### config.mk
export PLATFORM = sky130hd
export DESIGN_NAME = kwdTimer
export DESIGN_NICKNAME = d
export VERILOG_FILES = /design/src/rtl/kwdPkg.sv /design/src/rtl/kwdCount.sv /design/src/rtl/kwdCtrl.sv /design/src/rtl/kwdTimer.sv
export SDC_FILE = /design/constraint.sdc
export NUM_CORES = 1
export LEC_CHECK = 0
export BUFFER_PORTS_ARGS = -buffer_cell sky130_fd_sc_hd__buf_4
export CELL_PAD_IN_SITES_DETAIL_PLACEMENT = 1
export CELL_PAD_IN_SITES_GLOBAL_PLACEMENT = 1
export CORE_MARGIN = 10
export CORE_UTILIZATION = 42
export CTS_CLUSTER_SIZE = 28
export DETAILED_ROUTE_END_ITERATION = 10
export PLACE_DENSITY_LB_ADDON = 0.25
export SLEW_MARGIN = 25
export SYNTH_ARGS = -nofsm -noshare
export SYNTH_HDL_FRONTEND = slang
export SYNTH_HIERARCHICAL = 1
export SYNTH_SLANG_ARGS = --single-unit
### constraint.sdc
create_clock -name clk -period 5.8 [get_ports clk]
set_clock_uncertainty 0.05 [all_clocks]
set_input_delay 1.16 -clock clk [delete_from_list [all_inputs] [get_ports clk]]
set_output_delay 1.16 -clock clk [all_outputs]
set_load 0.005 [all_outputs]
### src/rtl/kwdPkg.sv
package kwdPkg;

  // Bit positions inside the control byte.
  localparam int HOLD_BIT = 7;
  localparam int ACT_BIT  = 4;
  localparam int CLR_BIT  = 3;
  localparam int SRC_BIT  = 2;

  // Strobes and settings sent from the control unit to the counter.
  typedef struct packed {
    logic       clrCnt;
    logic       runEn;
    logic       useSrcB;
    logic [1:0] ivlSel;
  } cntCtl_t;

endpackage

### src/rtl/kwdCount.sv
module kwdCount
  import kwdPkg::*;
#(
  parameter int CNT_W  = 16,
  parameter int TAP_E0 = 15,
  parameter int TAP_E1 = 13,
  parameter int TAP_E2 = 9,
  parameter int TAP_E3 = 6
) (
  input  logic    clk,
  input  logic    rstN,
  input  logic    srcAEn,
  input  logic    srcBEn,
  input  cntCtl_t ctl,
  output logic    expire
);

  localparam int NUM_TAPS = 4;
  localparam int TAP_E[NUM_TAPS] = '{TAP_E0, TAP_E1, TAP_E2, TAP_E3};

  logic [CNT_W-1:0] tapLast [NUM_TAPS];
  logic [CNT_W-1:0] cnt;
  logic [CNT_W-1:0] lastVal;
  logic             tick;
  logic             step;
  logic             atLast;

  // Each interval code has its own terminal value: 2^E - 1.
  for (genvar i = 0; i < NUM_TAPS; i++) begin : g_tap
    assign tapLast[i] = CNT_W'((64'd1 << TAP_E[i]) - 64'd1);
  end

  assign lastVal = tapLast[ctl.ivlSel];
  assign tick    = ctl.useSrcB ? srcBEn : srcAEn;
  assign step    = tick & ctl.runEn;
  // The >= compare also covers a counter left above a newly chosen shorter interval.
  assign atLast  = (cnt >= lastVal);
  assign expire  = step & ~ctl.clrCnt & atLast;

  always_ff @(posedge clk) begin
    if (!rstN) begin
      cnt <= '0;
    end else if (ctl.clrCnt) begin
      cnt <= '0;
    end else if (step) begin
      cnt <= atLast ? '0 : cnt + 1'b1;
    end
  end


  clr_zero_chk: assert property (@(posedge clk) disable iff (!rstN)
    ctl.clrCnt |=> (cnt == '0));


  hold_freeze_chk: assert property (@(posedge clk) disable iff (!rstN)
    (!ctl.runEn && !ctl.clrCnt) |=> $stable(cnt));


  restart_chk: assert property (@(posedge clk) disable iff (!rstN)
    expire |=> (cnt == '0));


  no_step_chk: assert property (@(posedge clk) disable iff (!rstN)
    (!tick && !ctl.clrCnt) |=> $stable(cnt));

endmodule

### src/rtl/kwdCtrl.sv
module kwdCtrl
  import kwdPkg::*;
#(
  parameter logic [7:0] KEY_CODE = 8'h5A,
  parameter logic [7:0] READ_TAG = 8'h69
) (
  input  logic        clk,
  input  logic        rstN,
  input  logic        wrEn,
  input  logic [15:0] wrData,
  input  logic        expire,
  output cntCtl_t     ctl,
  output logic [15:0] rdData,
  output logic        rstOut,
  output logic        nmiOut,
  output logic        keyViol
);

  logic       holdQ;
  logic       actQ;
  logic       srcQ;
  logic [1:0] ivlQ;
  logic       keyOk;
  logic       goodWr;
  logic       badWr;
  logic       fire;

  assign keyOk  = (wrData[15:8] == KEY_CODE);
  assign goodWr = wrEn & keyOk;
  assign badWr  = wrEn & ~keyOk;
  assign fire   = expire | badWr;

  always_ff @(posedge clk) begin
    if (!rstN) begin
      holdQ <= 1'b0;
      actQ  <= 1'b0;
      srcQ  <= 1'b0;
      ivlQ  <= 2'd0;
    end else if (goodWr) begin
      holdQ <= wrData[HOLD_BIT];
      actQ  <= wrData[ACT_BIT];
      srcQ  <= wrData[SRC_BIT];
      ivlQ  <= wrData[1:0];
    end
  end

  always_ff @(posedge clk) begin
    if (!rstN) begin
      rstOut  <= 1'b0;
      nmiOut  <= 1'b0;
      keyViol <= 1'b0;
    end else begin
      rstOut  <= fire & ~actQ;
      nmiOut  <= fire & actQ;
      keyViol <= badWr;
    end
  end

  always_comb begin
    ctl.clrCnt  = goodWr & wrData[CLR_BIT];
    ctl.runEn   = ~holdQ;
    ctl.useSrcB = srcQ;
    ctl.ivlSel  = ivlQ;
  end

  assign rdData = {READ_TAG, holdQ, 2'b00, actQ, 1'b0, srcQ, ivlQ};


  bad_key_keep_chk: assert property (@(posedge clk) disable iff (!rstN)
    badWr |=> ($stable(rdData) && keyViol));


  good_key_load_chk: assert property (@(posedge clk) disable iff (!rstN)
    goodWr |=> (rdData[7:0] == ($past(wrData[7:0]) & 8'h97)));


  viol_action_chk: assert property (@(posedge clk) disable iff (!rstN)
    keyViol |-> (rstOut ^ nmiOut));


  one_action_chk: assert property (@(posedge clk) disable iff (!rstN)
    !(rstOut && nmiOut));


  expire_pulse_chk: assert property (@(posedge clk) disable iff (!rstN)
    expire |=> (rstOut || nmiOut));

endmodule

### src/rtl/kwdTimer.sv
module kwdTimer
  import kwdPkg::*;
#(
  parameter int         CNT_W    = 16,
  parameter int         TAP_E0   = 15,
  parameter int         TAP_E1   = 13,
  parameter int         TAP_E2   = 9,
  parameter int         TAP_E3   = 6,
  parameter logic [7:0] KEY_CODE = 8'h5A,
  parameter logic [7:0] READ_TAG = 8'h69
) (
  input  logic        clk,
  input  logic        rstN,
  input  logic        srcAEn,
  input  logic        srcBEn,
  input  logic        wrEn,
  input  logic [15:0] wrData,
  output logic [15:0] rdData,
  output logic        rstOut,
  output logic        nmiOut,
  output logic        keyViol
);

  cntCtl_t cntCtl;
  logic    expire;

  kwdCtrl #(
    .KEY_CODE(KEY_CODE),
    .READ_TAG(READ_TAG)
  ) u_ctrl (
    .clk    (clk),
    .rstN   (rstN),
    .wrEn   (wrEn),
    .wrData (wrData),
    .expire (expire),
    .ctl    (cntCtl),
    .rdData (rdData),
    .rstOut (rstOut),
    .nmiOut (nmiOut),
    .keyViol(keyViol)
  );

  kwdCount #(
    .CNT_W (CNT_W),
    .TAP_E0(TAP_E0),
    .TAP_E1(TAP_E1),
    .TAP_E2(TAP_E2),
    .TAP_E3(TAP_E3)
  ) u_count (
    .clk   (clk),
    .rstN  (rstN),
    .srcAEn(srcAEn),
    .srcBEn(srcBEn),
    .ctl   (cntCtl),
    .expire(expire)
  );

endmodule

==> results of run 1 <==
-- cell usage in the layout (no fill, tap or decap), drive strengths merged --
| master | synthesis | final |
|---|---|---|
| clkbuf | 2 | 3 |
| nor3 | 6 | 6 |
| conb | 2 | 11 |
| o21ai | 3 | 3 |
| and4b | 1 | 1 |
| o311ai | 3 | 3 |
| nand3 | 16 | 16 |
| nand4 | 4 | 4 |
| nor2 | 13 | 13 |
| a211oi | 3 | 3 |
| nand2 | 22 | 22 |
| buf | 18 | 26 |
| o22ai | 1 | 1 |
| dfxtp | 24 | 24 |
| a21oi | 4 | 4 |
| nor2b | 1 | 1 |
| and2 | 3 | 3 |
| a41oi | 2 | 2 |
| and4 | 1 | 1 |
| a32oi | 1 | 1 |
| mux2 | 1 | 1 |
| o211ai | 3 | 3 |
| xor2 | 2 | 2 |
| mux2i | 5 | 5 |
| nand4bb | 2 | 2 |
| xnor2 | 7 | 7 |
| o31ai | 1 | 1 |
| nor4 | 1 | 1 |
| and3 | 5 | 5 |
| or2 | 2 | 2 |
| inv | 7 | 7 |
| and3b | 1 | 1 |
| ha | 7 | 7 |
-- per-layer routing --
layer  up-vias  GRT usage  share of wire
li1        623          -              -
met1       604     0.1358           0.45
met2        17     0.2158           0.50
met3         2    0.02673          0.045
met4         0    0.03169         0.0046
met5         -          0              0
-- area by class of cell --
class	instances	share of cell area
multi-input cells	132	0.5352
flip-flops and latches	24	0.2789
repair buffers	26	0.1133
well taps	46	0.03341
clock buffers	3	0.02397
inverters	7	0.01525
-- Yosys cell counts, types with 2 or more instances --
| master | n | area (um^2) |
|---|---|---|
| a211oi_1 | 3 | 22.52 |
| a21oi_1 | 3 | 15.01 |
| and2_1 | 3 | 18.77 |
| and3_1 | 3 | 18.77 |
| and3_2 | 2 | 15.01 |
| buf_4 | 17 | 127.6 |
| clkbuf_1 | 2 | 7.510 |
| conb_1 | 2 | 7.510 |
| dfxtp_1 | 24 | 480.5 |
| ha_1 | 7 | 87.58 |
| inv_1 | 7 | 26.28 |
| mux2i_1 | 5 | 50.05 |
| nand2_1 | 22 | 82.58 |
| nand3_1 | 15 | 75.07 |
| nand4_1 | 3 | 18.77 |
| nor2_1 | 12 | 45.04 |
| nor3_1 | 5 | 25.02 |
| o211ai_1 | 2 | 15.01 |
| o21ai_0 | 2 | 10.01 |
| o311ai_2 | 3 | 48.80 |
| xnor2_1 | 7 | 61.31 |
| xor2_1 | 2 | 17.52 |
-- flip-flops by register name (all words and copies together) (netlist names) --
name and cells:
u_count/cnt 16, u_ctrl/ivlQ 2, u_ctrl/actQ 1, u_ctrl/holdQ 1
u_ctrl/keyViol 1, u_ctrl/nmiOut 1, u_ctrl/rstOut 1, u_ctrl/srcQ 1
-- per-stage QoR --
stage / hold slack [ns] / instance area, um^2
after floorplan: 0.3649 / 1575
after global placement: 0.3860 / 1682
after detailed placement: 0.3986 / 1682
after CTS: 0.4093 / 1723
after global routing: 0.4264 / 1723
final: 0.4047 / 1723
-- worst paths after layout --
kind             startpoint              to  slack, ns  cells after the start
min reg2reg     u_ctrl/actQ   u_ctrl/rstOut       0.40                      1
max reg2reg  u_ctrl/ivlQ[1]  u_count/cnt[3]       3.37                      7
min             u_ctrl/actQ   u_ctrl/rstOut       0.40                      1
max               wrData[9]  u_count/cnt[5]       3.01                      7
-- kinds of logic (layout without fill, tap and decap cells) --
kind of cell	count (synthesis)	count (layout)	synth area share
muxes	6	6	0.03977
adders and majority gates	7	7	0.05682
AOI/OAI and AO/OA	21	21	0.1201
DFF	24	24	0.3117
other	2	11	0.004872
and+or+nand+nor	78	78	0.3036
xor gates and xnor gates	9	9	0.05114
buffers and inverters	27	36	0.1120
-- where the power goes --
| part | internal (uW) | switching [uW] | leakage, uW |
|---|---|---|---|
| logic | 13.8 | 14.6 | 0.000470 |
| clock network | 46.4 | 50.4 | 0.0000216 |
| registers | 167 | 1.80 | 0.000194 |
==> impl_metrics.ini, run 1 <==
[clock_tree]
ctsHoldBuffers = 0
clkLatencyLatePin_ns = 0.26
cts_inserted_buffers = 3
cts_root_buf = clkbuf_8
clk_pin_slew_ns = 0.08
clockBufferDepth = 2
htreeDepth = 1
cts_sinks = 24
cts_setup_buffers = 0
cts_tree = built
cts-resized-gates = 0

[sta]
hold_viol_final = 0
max-slew-margin-rel = 0.4799
tns_ns = 0
rsz0062_at_grt = no
worst_slew_pin_slew_ns = 0.7786
drv_slew = 0
fin_ws_ns = 3.008
post-route-period-util = 0.4814
finalSetupViolCount = 0
period_needed_ns = 2.792
clock.fmax_ghz = 0.3581

[yosys]
netlist_instances = 174
syn_area_per_cell_um2 = 8.859
yosys_warnings = 6
ys_seq_area_frac = 0.3117
async_flop_share = 0
ys_ff_latch = 24
syn_area_um2 = 1541
ys.flop_type = dfxtp_1
synth-edff-count = 0
synth.distinct_cells = 45

[final_layout]
antenna-diode-count = 0
multiInputGateArea_um2 = 922.1
fillers = 427
utilization = 0.5005
layout-drive-gt1-share = 0.2500
nNetsFinal = 222
final_cells = 238
synthToLayoutAreaGrowth_pct = 11.77
seq_area_um2 = 480.5

[floorplan]
die_h_um = 80.58
dieArea_um2 = 6493
die_w_um = 80.58
io_pins = 40
core_um2 = 3442
rows = 21
initial_utilization = 0.4478

[grt]
antenna_found_initial = 0
grt_max_degree = 13
grt_pass1_wl_mm = 6.272
grt_overflow = 0
grt_pass1_vias = 1308
grtUsageTotal = 0.1193

[min_path]
worst_hold_path_type = flop to flop

[critical_path]
cp.required_ns = 5.94
crit_chain = buf_4 > nand4bb_1 > nor3_4 > and2_1 > nor2b_1 > o211ai_2 > nor2_1
cp_max_fo = 10
crit_slowest_cell = nor2b_1
crit_buf_inv = 1
critPathMaxStageDelay_ns = 0.61
critPathCaptureType = flop
cp.arrival_ns = 2.94
startpoint_type = primary input
cp_top_family = simple AND/OR/NAND/NOR gates
criticalPathCategory = primary input to flop

[placed_design]
post-dp-hpwl_mm = 2.989
numPortBuffers = 26
placedCellCount = 235
gp_congestion = 0.7659
pre_cts_ws_ns = 2.735

[pwr]
leakage_uw = 0.0006855
power_uw = 293.6
power.density_nw_per_um2 = 170.4
peakVddDrop_v = 0.00009380

[drt]
routed_via_density = 5.235
drt-initial-drc-count = 55
drc_errors = 0
drt_wl_total_mm = 3.690
ant_nets = 0
routedWlPerCell_um = 15.50
first_pass_iters = 4
vias = 1246

[flow_run]
cap_violations = 0

[outcome]
status = complete, no violations
Power figures use the tool's default switching activity.
==> inputs of run 2 (changes only) <==
Settings changed: CORE_UTILIZATION 42 to 35.
Clock period 5.8 ns to 2.25 ns, I/O delays scaled along.
==> run 2 against run 1 <==
Combinational power grew to 2.7 times the previous value; hold slack worse by 0.014 ns; sequential power rose to 2.6 times the previous value; sequential cell count did not move; non-clock buffer count grew 7; via count rose by 3.1%; die area increased by 15%; cell count grew 5.5%; routed wire length rose by 9.3%; critical endpoint is now u_count/cnt[3]; largest power group unchanged; register-to-register slack got worse by 3.3 ns; global-route usage decreased by 0.84 points; first-iteration DRC count decreased by 18%.
==> impl_metrics.ini, run 2 (synthesized netlist as in run 1, its figures left out) <==
[clock_tree]
cts_root_buf = clkbuf_8
clockBufferDepth = 2
cts-resized-gates = 0
clk_pin_slew_ns = 0.08
ctsHoldBuffers = 0
cts_tree = built
cts_inserted_buffers = 3
cts_sinks = 24
htreeDepth = 1
clkLatencyLatePin_ns = 0.26
cts_setup_buffers = 0

[final_layout]
top_regs = u_count/cnt: 16 flops, u_ctrl/ivlQ: 2 flops
largest_register_ffs = 16
layout-drive-gt1-share = 0.2864
utilization = 0.4144
synthToLayoutAreaGrowth_pct = 16.23
most-common-layout-cells = buf_4 (33), dfxtp_1 (24), nand2_1 (22), nand3_1 (15), nor2_1 (12)
antenna-diode-count = 0
nNetsFinal = 229
top_register = u_count/cnt
final_cells = 251
final_common_cell = buf_4

[critical_path]
critPathCaptureType = flop
cp.arrival_ns = 2.29
r2r_slack_ns = 0.09
reg2reg_to = u_count/cnt[3]
timing.rr.start = u_ctrl/ivlQ[0]
cp_max_fo = 5
cp.required_ns = 2.37
criticalPathCategory = flop to flop
startpoint_type = flop
rr_worst_depth = 7

[drt]
routed_via_density = 5.120
ant_nets = 0
drt_wl_total_mm = 4.034
routedWlPerCell_um = 16.07
drt-initial-drc-count = 45
vias = 1285
first_pass_iters = 4
drc_errors = 0

[sta]
period_needed_ns = 2.163
tns_ns = 0
clock.fmax_ghz = 0.4623
rsz0062_at_grt = yes
hold_viol_final = 0
finalSetupViolCount = 0
fin_ws_ns = 0.08668
post-route-period-util = 0.9615
drv_slew = 0

[grt]
grtUsageTotal = 0.1109
grt_max_degree = 13
grt_pass1_wl_mm = 6.844
grt_overflow = 0
grt_pass1_vias = 1455
antenna_found_initial = 0

[pwr]
p_sw_frac = 0.2264
leakage_uw = 0.0007223
p_comb_frac = 0.102
p_sw_uw = 172.2
power.density_nw_per_um2 = 424.3
peakVddDrop_v = 0.0001761
power_uw = 760.3
p_clk_frac = 0.327
internal_power_uw = 588.1
seq_power_share = 0.571

[floorplan]
initial_utilization = 0.3565
core_um2 = 4324
rows = 24
die_h_um = 86.37
io_pins = 40
dieArea_um2 = 7459
die_w_um = 86.37

[outcome]
status = complete, no violations

[placed_design]
pre_cts_ws_ns = 0.1102
post-dp-hpwl_mm = 3.266
gp_congestion = 0.8186
placedCellCount = 248
numPortBuffers = 26

[min_path]
min_from = wrData[4]
worst_hold_path_type = primary input to flop
min_delay_worst_endpoint = u_ctrl/actQ
min_path_cells = 3

[flow_run]
cap_violations = 0
[run 2: cell types whose count changed in the layout (fill, tap and decap cells not counted), sizes merged]
cell / change
buf: +7
[run 2: per-stage QoR]
step / cell area (um^2) / hold WS (ns)
floorplan: 1575 / 0.3649
global placement: 1742 / 0.4104
detailed placement: 1742 / 0.4257
CTS: 1783 / 0.3819
global route: 1792 / 0.3965
finish: 1792 / 0.3903
[run 2: per-layer routing]
| layer | global-route usage | share of wire | vias up |
|---|---|---|---|
| li1 | - | - | 638 |
| met1 | 0.1255 | 0.43 | 606 |
| met2 | 0.1953 | 0.51 | 37 |
| met3 | 0.02533 | 0.050 | 4 |
| met4 | 0.04418 | 0.010 | 0 |
| met5 | 0 | 0 | - |
[run 2: worst max-delay path by stage]
stage,to,cells past startpoint,from
2_1_floorplan,u_count/cnt[3],7,u_ctrl/ivlQ[1]
3_3_place_gp,u_ctrl/rstOut,8,u_ctrl/ivlQ[0]
3_5_place_dp,u_ctrl/rstOut,8,u_ctrl/ivlQ[0]
4_1_cts,u_count/cnt[3],7,u_ctrl/ivlQ[0]
5_1_grt,u_count/cnt[3],7,u_ctrl/ivlQ[0]
6_report,u_count/cnt[3],7,u_ctrl/ivlQ[0]
[run 2: layout make-up]
type,count,area [um^2]
tap,52,65.06
fill,533,2532
clock buffer,3,41.29
multi-input combinational,132,930.9
sequential,24,480.5
inverter,7,26.28
timing repair buffer,33,247.7
[run 2: power groups by stage]
stage | registers (uW) | logic (uW) | clock network [uW]
final | 434 | 77.5 | 249
after global routing | 435 | 86.9 | 272
after CTS | 434 | 77.6 | 262
after detailed placement | 444 | 77.2 | 0
after global placement | 444 | 74.7 | 0
after floorplan | 443 | 50.1 | 0
[run 2: critical path, cell delays in order, from the launching register on]
cell	delay [ns]
dfxtp_1	0.32
or2_2	0.32
ha_1	0.31
and4b_4	0.23
and3b_4	0.19
a21oi_2	0.21
nand4_4	0.18
o311ai_2	0.28
